## config.mk

```make
export PLATFORM = sky130hd
export DESIGN_NAME = kp_matrix_port
export DESIGN_NICKNAME = d
export VERILOG_FILES = /design/src/rtl/kp_pkg.sv /design/src/rtl/kp_sel_reg.sv /design/src/rtl/kp_group_mux.sv /design/src/rtl/kp_irq_gen.sv /design/src/rtl/kp_matrix_port.sv
export SDC_FILE = /design/constraint.sdc
export NUM_CORES = 1
export LEC_CHECK = 0
export ABC_AREA = 1
export BUFFER_PORTS_ARGS = -buffer_cell sky130_fd_sc_hd__buf_4
export CELL_PAD_IN_SITES_DETAIL_PLACEMENT = 1
export CELL_PAD_IN_SITES_GLOBAL_PLACEMENT = 1
export CORE_MARGIN = 2
export CORE_UTILIZATION = 16
export DETAILED_ROUTE_END_ITERATION = 10
export GPL_ROUTABILITY_DRIVEN = 0
export PLACE_DENSITY = 0.73
export SETUP_SLACK_MARGIN = 0.02
export SYNTH_ARGS = -nofsm -noshare
export SYNTH_HDL_FRONTEND = slang
export SYNTH_HIERARCHICAL = 1
export SYNTH_SLANG_ARGS = --single-unit
```

## constraint.sdc

```tcl
create_clock -name clk -period 1.3 [get_ports clk]
set_input_delay 0.065 -clock clk [delete_from_list [all_inputs] [get_ports clk]]
set_output_delay 0.065 -clock clk [all_outputs]
set_load 0.02 [all_outputs]
```

## src/rtl/kp_pkg.sv

```systemverilog
package kp_pkg;
    localparam int GRP_W  = 4;
    localparam int KEY_W  = 2 * GRP_W;
    localparam int PORT_W = 8;

    typedef enum logic [1:0] {
        SEL_BOTH = 2'b00,
        SEL_DIR  = 2'b01,
        SEL_ACT  = 2'b10,
        SEL_NONE = 2'b11
    } sel_e;

    typedef struct packed {
        logic [GRP_W-1:0] act;
        logic [GRP_W-1:0] dir;
    } keys_t;

    function automatic logic [GRP_W-1:0] pick_nibble(sel_e sel, keys_t k, logic multi);
        logic [GRP_W-1:0] n;
        unique case (sel)
            SEL_BOTH: n = k.dir | k.act;
            SEL_DIR:  n = k.dir;
            SEL_ACT:  n = k.act;
            default:  n = multi ? {GRP_W{1'b1}} : {GRP_W{1'b0}};
        endcase
        return n;
    endfunction
endpackage

```

## src/rtl/kp_sel_reg.sv

```systemverilog
module kp_sel_reg
    import kp_pkg::*;
#(
    parameter int SEL_LSB = 4
) (
    input  logic              clk,
    input  logic              rst,
    input  logic              wr_en,
    input  logic [PORT_W-1:0] wr_data,
    output sel_e              sel
);
    always_ff @(posedge clk) begin
        if (rst) begin
            sel <= SEL_NONE;
        end else if (wr_en) begin
            sel <= sel_e'(wr_data[SEL_LSB +: 2]);
        end
    end
endmodule

```

## src/rtl/kp_group_mux.sv

```systemverilog
module kp_group_mux
    import kp_pkg::*;
(
    input  sel_e             sel,
    input  keys_t            keys,
    input  logic             multi_mode,
    output logic [GRP_W-1:0] nibble
);
    always_comb begin
        nibble = pick_nibble(sel, keys, multi_mode);
    end
endmodule

```

## src/rtl/kp_irq_gen.sv

```systemverilog
module kp_irq_gen (
    input  logic clk,
    input  logic rst,
    input  logic cond,
    output logic irq
);
    logic cond_q;

    always_ff @(posedge clk) begin
        if (rst) begin
            cond_q <= 1'b0;
            irq    <= 1'b0;
        end else begin
            cond_q <= cond;
            irq    <= cond & ~cond_q;
        end
    end
endmodule

```

## src/rtl/kp_matrix_port.sv

```systemverilog
module kp_matrix_port
    import kp_pkg::*;
(
    input  logic              clk,
    input  logic              rst,
    input  logic              wr_en,
    input  logic [PORT_W-1:0] wr_data,
    input  logic [KEY_W-1:0]  buttons,
    input  logic              multi_mode,
    output logic [PORT_W-1:0] rd_data,
    output logic              irq
);
    sel_e             sel;
    logic [GRP_W-1:0] nibble;
    keys_t            keys;

    assign keys = keys_t'(buttons);

    kp_sel_reg #(.SEL_LSB(4)) u_sel (
        .clk     (clk),
        .rst     (rst),
        .wr_en   (wr_en),
        .wr_data (wr_data),
        .sel     (sel)
    );

    kp_group_mux u_mux (
        .sel        (sel),
        .keys       (keys),
        .multi_mode (multi_mode),
        .nibble     (nibble)
    );

    kp_irq_gen u_irq (
        .clk  (clk),
        .rst  (rst),
        .cond (|nibble),
        .irq  (irq)
    );

    assign rd_data = {2'b11, sel, ~nibble};
endmodule

```

== Word level (Yosys, flattened, before mapping) ==
Index checks and enable logic that the tools add are counted.

* Equality and inequality tests: 2
* Mux-type cells: 2
* Bitwise gates (word level): 4
* Reduce and logical (&&, ||, !) cells: 2

{| class="wikitable"
|+ Operators with widths
! kind !! count
|-
| 4-bit case mux with 3 select lines || 1
|-
| 4-bit 2-to-1 mux || 1
|-
| 4-bit NOT || 1
|-
| 4-bit bitwise OR || 1
|-
| 4-bit OR reduction || 1
|-
| 2-bit by 1-bit == test with 1-bit output (second input constant) || 1
|-
| 2-bit == test (second input constant) || 1
|-
| 2-bit logical NOT || 1
|-
| 1-bit AND || 1
|-
| 1-bit NOT || 1
|}

* Register bits: 4
* Output and inout bits: 9

== Depth between registers and ports, before layout ==
* Word-level depth: 4
* Mapped depth: 7

== Cells and area by module ==
Netlist, hierarchy kept.

{| class="wikitable"
|+ Modules (own cells, without submodules)
! module !! times used !! cells an instance !! area an instance (sq um)
|-
| kp_sel_reg || 1 || 10 || 72.6
|-
| kp_group_mux || 1 || 15 || 62.6
|-
| kp_irq_gen || 1 || 6 || 60.1
|-
| kp_matrix_port || 1 || 10 || 45.0
|}

== Least setup slack after synthesis ==
OpenSTA, ideal clock, no wires.

* Path kind: register to register
* Start: register u_sel.sel[0]
* End: register u_irq.cond_q
* Data arrival time: 982 ps
* Required time: 1190 ps
* Setup slack: 208 ps
* Cell stages (with the launch flop): 8
* Clock period less this slack: 1092 ps
* Path through: dfxtp_1 inv_1 nand2_1 nand3_1 nor2_1 nand2_1 nand2_2 inv_1

* Word-level cells in the longest chain between the ends: 3

{| class="wikitable"
|+ Ends and longest elaborated chain
! what !! line !! text
|-
| start: declaration || kp_sel_reg.sv:10 || <nowiki>output sel_e sel</nowiki>
|-
| start signal: assignment || kp_sel_reg.sv:16 || <nowiki>sel <= sel_e'(wr_data[SEL_LSB +: 2]);</nowiki>
|-
| 2-bit == test, or another cell as far along || kp_pkg.sv:20 || <nowiki>unique case (sel)</nowiki>
|-
| 4-bit case mux with 3 select lines (*) || kp_pkg.sv:20 ||
|-
| named net nibble[1] || kp_matrix_port.sv:14 || <nowiki>logic [GRP_W-1:0] nibble;</nowiki>
|-
| 4-bit OR reduction (*) || kp_matrix_port.sv:37 || <nowiki>.cond (|nibble),</nowiki>
|-
| end signal: assignment || kp_irq_gen.sv:14 || <nowiki>cond_q <= cond;</nowiki>
|-
| end: declaration || kp_irq_gen.sv:7 || <nowiki>logic cond_q;</nowiki>
|}

Mark *: on every way through the listed nets, which the timed path passes. The rest lies on a longest branch.
A chain may end at the register's enable or synchronous reset.

== Final worst setup path ==
* Start: register u_sel.sel[0]
* End: output port rd_data[3]

* Word-level cells in the longest chain between the ends: 3

{| class="wikitable"
|+ Ends and longest elaborated chain
! what !! line !! text
|-
| 2-bit == test, or another cell as far along || kp_pkg.sv:20 ||
|-
| 4-bit case mux with 3 select lines (*) || kp_pkg.sv:20 ||
|-
| named net nibble[3] || kp_matrix_port.sv:14 ||
|-
| 4-bit NOT (*) || kp_matrix_port.sv:41 || <nowiki>assign rd_data = {2'b11, sel, ~nibble};</nowiki>
|-
| end: declaration || kp_matrix_port.sv:10 || <nowiki>output logic [PORT_W-1:0] rd_data,</nowiki>
|}

Marks and branches as above.

==> results.toml <==
[outcome]
outcome = "finished, final reports clean"

[route]
top_layer = "met4"
wl_met1_um = 265
wl_met3_um = 65
routedWlPerCell_um = 8.94
dr_total_vias = 310
wl_um = 697
antenna_left = 0
dr.pass1.iters = 2
post_drt_via_cell_ratio = 3.97
drc = 0
drtIter0Drc = 1
met2_wirelength_um = 334

[sta]
fmax_mhz = 900
slew_violations = 0
period_share = 0.855
finClkSkew_ns = 0.00224
rsz0062_at_grt = "false"
min_period_ns = 1.11
tns_ns = 0
setup_viol = 0
hold_viol_final = 0

[critical_path]
arrival_ns = 1.05
ff2ff_setup_slack_ns = 0.30
crit_path_start_kind = "flop"
r2r_end = "u_irq/cond_q$_SDFF_PP0_"
r2r-start = "u_sel/sel[0]$_SDFFE_PP1P_"
r2r_cells = 7
crit_type = "reg2out"
end_kind = "output pin"
cp.required_ns = 1.24
crit_fanout = 4

[power]
swShare = 0.311
p_per_area_nw_per_um2 = 1040
vdd_drop_max_mv = 0.375
p_clk_frac = 0.349
combPwrFrac = 0.332
p_leak_nw = 0.260
power_uw = 446
power_frac_seq = 0.318
switchingPower_uw = 139
power.internal_uw = 307

[worst_hold_path]
holdPathEnd = "u_sel/sel[1]$_SDFFE_PP1P_"
hold_start = "wr_data[5]"
min_path_type = "in2reg"
min_path_cells = 3

[finish]
drive_gt1_frac = 0.444
nets = 85
area_growth_pct = 78.1
fill_cells = 184
antenna_cells = 0

[clocking]
clk_latency_ns = 0.24
cts_hold_buf = 0
cts_tree = "done"
cts_sinks = 4
cts_buffers = 3
clk_path_buf_depth = 2
htreeDepth = 1
path_clk_slew_ns = 0.04
cts-root-buf = "clkbuf_4"

[global_route]
track_usage = 0.101
grt_pass1_vias = 338
grt_max_degree = 5
antenna_found_initial = 0
gr-total-overflow = 0
grt_pass1_wl_um = 1300

[die]
start_util = 0.178
die_h_um = 42.8
die_w_um = 42.8
core-area_um2 = 1350
io_pins = 29
dieArea_um2 = 1830
std_cell_rows = 13

[logic_synthesis]
synth_area_leaders = "dfxtp_1 33%, nand2_1 20%, inv_1 16%"
synth_cell_types = 9
syn_inst = 41
synth.largest_area_cell = "dfxtp_1"
ys_seq_elements = 4
synth_top_area_share = 0.333
avgSynthCellArea_um2 = 5.86
syn_area_um2 = 240
synth-seq-area-share = 0.333
ys_warn_count = 6

[place]
dp_hpwl_um = 594
io_buffer_count = 20

[job]
cap_violations = 0
==> registers in the layout, indices dropped and copies added (netlist names) <==
register,cells
u_irq/cond_q,1
u_irq/irq,1
u_sel/sel,2
==> worst max-delay path by stage <==
stage	to	from	depth (start not counted)
after floorplan	u_irq/cond_q$_SDFF_PP0_	u_sel/sel[0]$_SDFFE_PP1P_	7
after global placement	u_irq/cond_q$_SDFF_PP0_	u_sel/sel[0]$_SDFFE_PP1P_	7
after detailed placement	u_irq/cond_q$_SDFF_PP0_	u_sel/sel[0]$_SDFFE_PP1P_	7
after CTS	rd_data[3]	u_sel/sel[0]$_SDFFE_PP1P_	4
after global routing	rd_data[1]	u_sel/sel[1]$_SDFFE_PP1P_	5
final	rd_data[3]	u_sel/sel[0]$_SDFFE_PP1P_	5
==> cell usage after synthesis (all sizes together) <==
cell type / n
inv: 10
nand3: 7
nand2: 14
buf: 2
dfxtp: 4
nor2: 3
conb: 1
==> power by group through the flow <==
stage,clock network (mW),logic [mW],registers (mW)
after CTS,0.166,0.150,0.140
after global routing,0.174,0.167,0.143
after global placement,0,0.148,0.142
final,0.156,0.148,0.142
after floorplan,0,0.0720,0.150
after detailed placement,0,0.150,0.142
==> cell type report <==
class                   count  area, µm²  share of cell area
flip-flops and latches      4       82.6               0.193
multi-input cells          26        116               0.272
inverters                  10       37.5              0.0877
clock buffers               3       22.5              0.0526
repair buffers             20        150               0.351
well taps                  15       18.8              0.0439
==> cell families (layout without fill, tap and decap cells) <==
group	Yosys count	in the layout	share of synthesized area
AND/OR/NAND/NOR	24	24	0.432
buffers and inverters	12	33	0.219
flip-flops	4	4	0.333
other	1	2	0.0156
==> layout by cell type, fill, tap and decap left out <==
cell type  Yosys  routed
dfxtp_2        0       2
conb_1         1       2
nand3_1        7       6
nand2_1       13      13
inv_1         10      10
dfxtp_1        4       2
buf_4          2      20
nor2_1         2       2
nor2_2         1       1
nand3_2        0       1
nand2_2        1       1
clkbuf_4       0       3
==> stage by stage <==
step / utilization / setup WS (ns) / instances / hold slack (ns) / area [µm²]
after floorplan: - / 0.208 / 42 / 0.185 / 244
after global placement: 0.295 / 0.245 / 75 / 0.284 / 398
after detailed placement: 0.295 / 0.239 / 75 / 0.288 / 398
after CTS: 0.311 / 0.0875 / 78 / 0.0336 / 420
after global routing: 0.317 / 0.0506 / 78 / 0.0531 / 428
final: 0.317 / 0.189 / 78 / 0.0401 / 428
==> worst max-delay path: stages (launching register included) <==
cell     delay (ns)
dfxtp_2        0.33
inv_1          0.11
nand2_1        0.06
nand3_1        0.10
inv_1          0.05
buf_4          0.15
==> metal layers <==
| layer | vias up | GRT usage |
|---|---|---|
| met1 | 130 | 0.104 |
| met3 | 3 | 0.0255 |
| met5 | - | 0 |
| met2 | 18 | 0.155 |
| met4 | 0 | 0.113 |
| li1 | 159 | - |
==> timing repair <==
action / CTS / global route
buffers inserted: 0 / 0
endpoints found under the setup margin: 0 / 3
gates resized for setup: 0 / 3
endpoints found under the hold margin: 0 / 0
(Power assumes the default switching activity.)
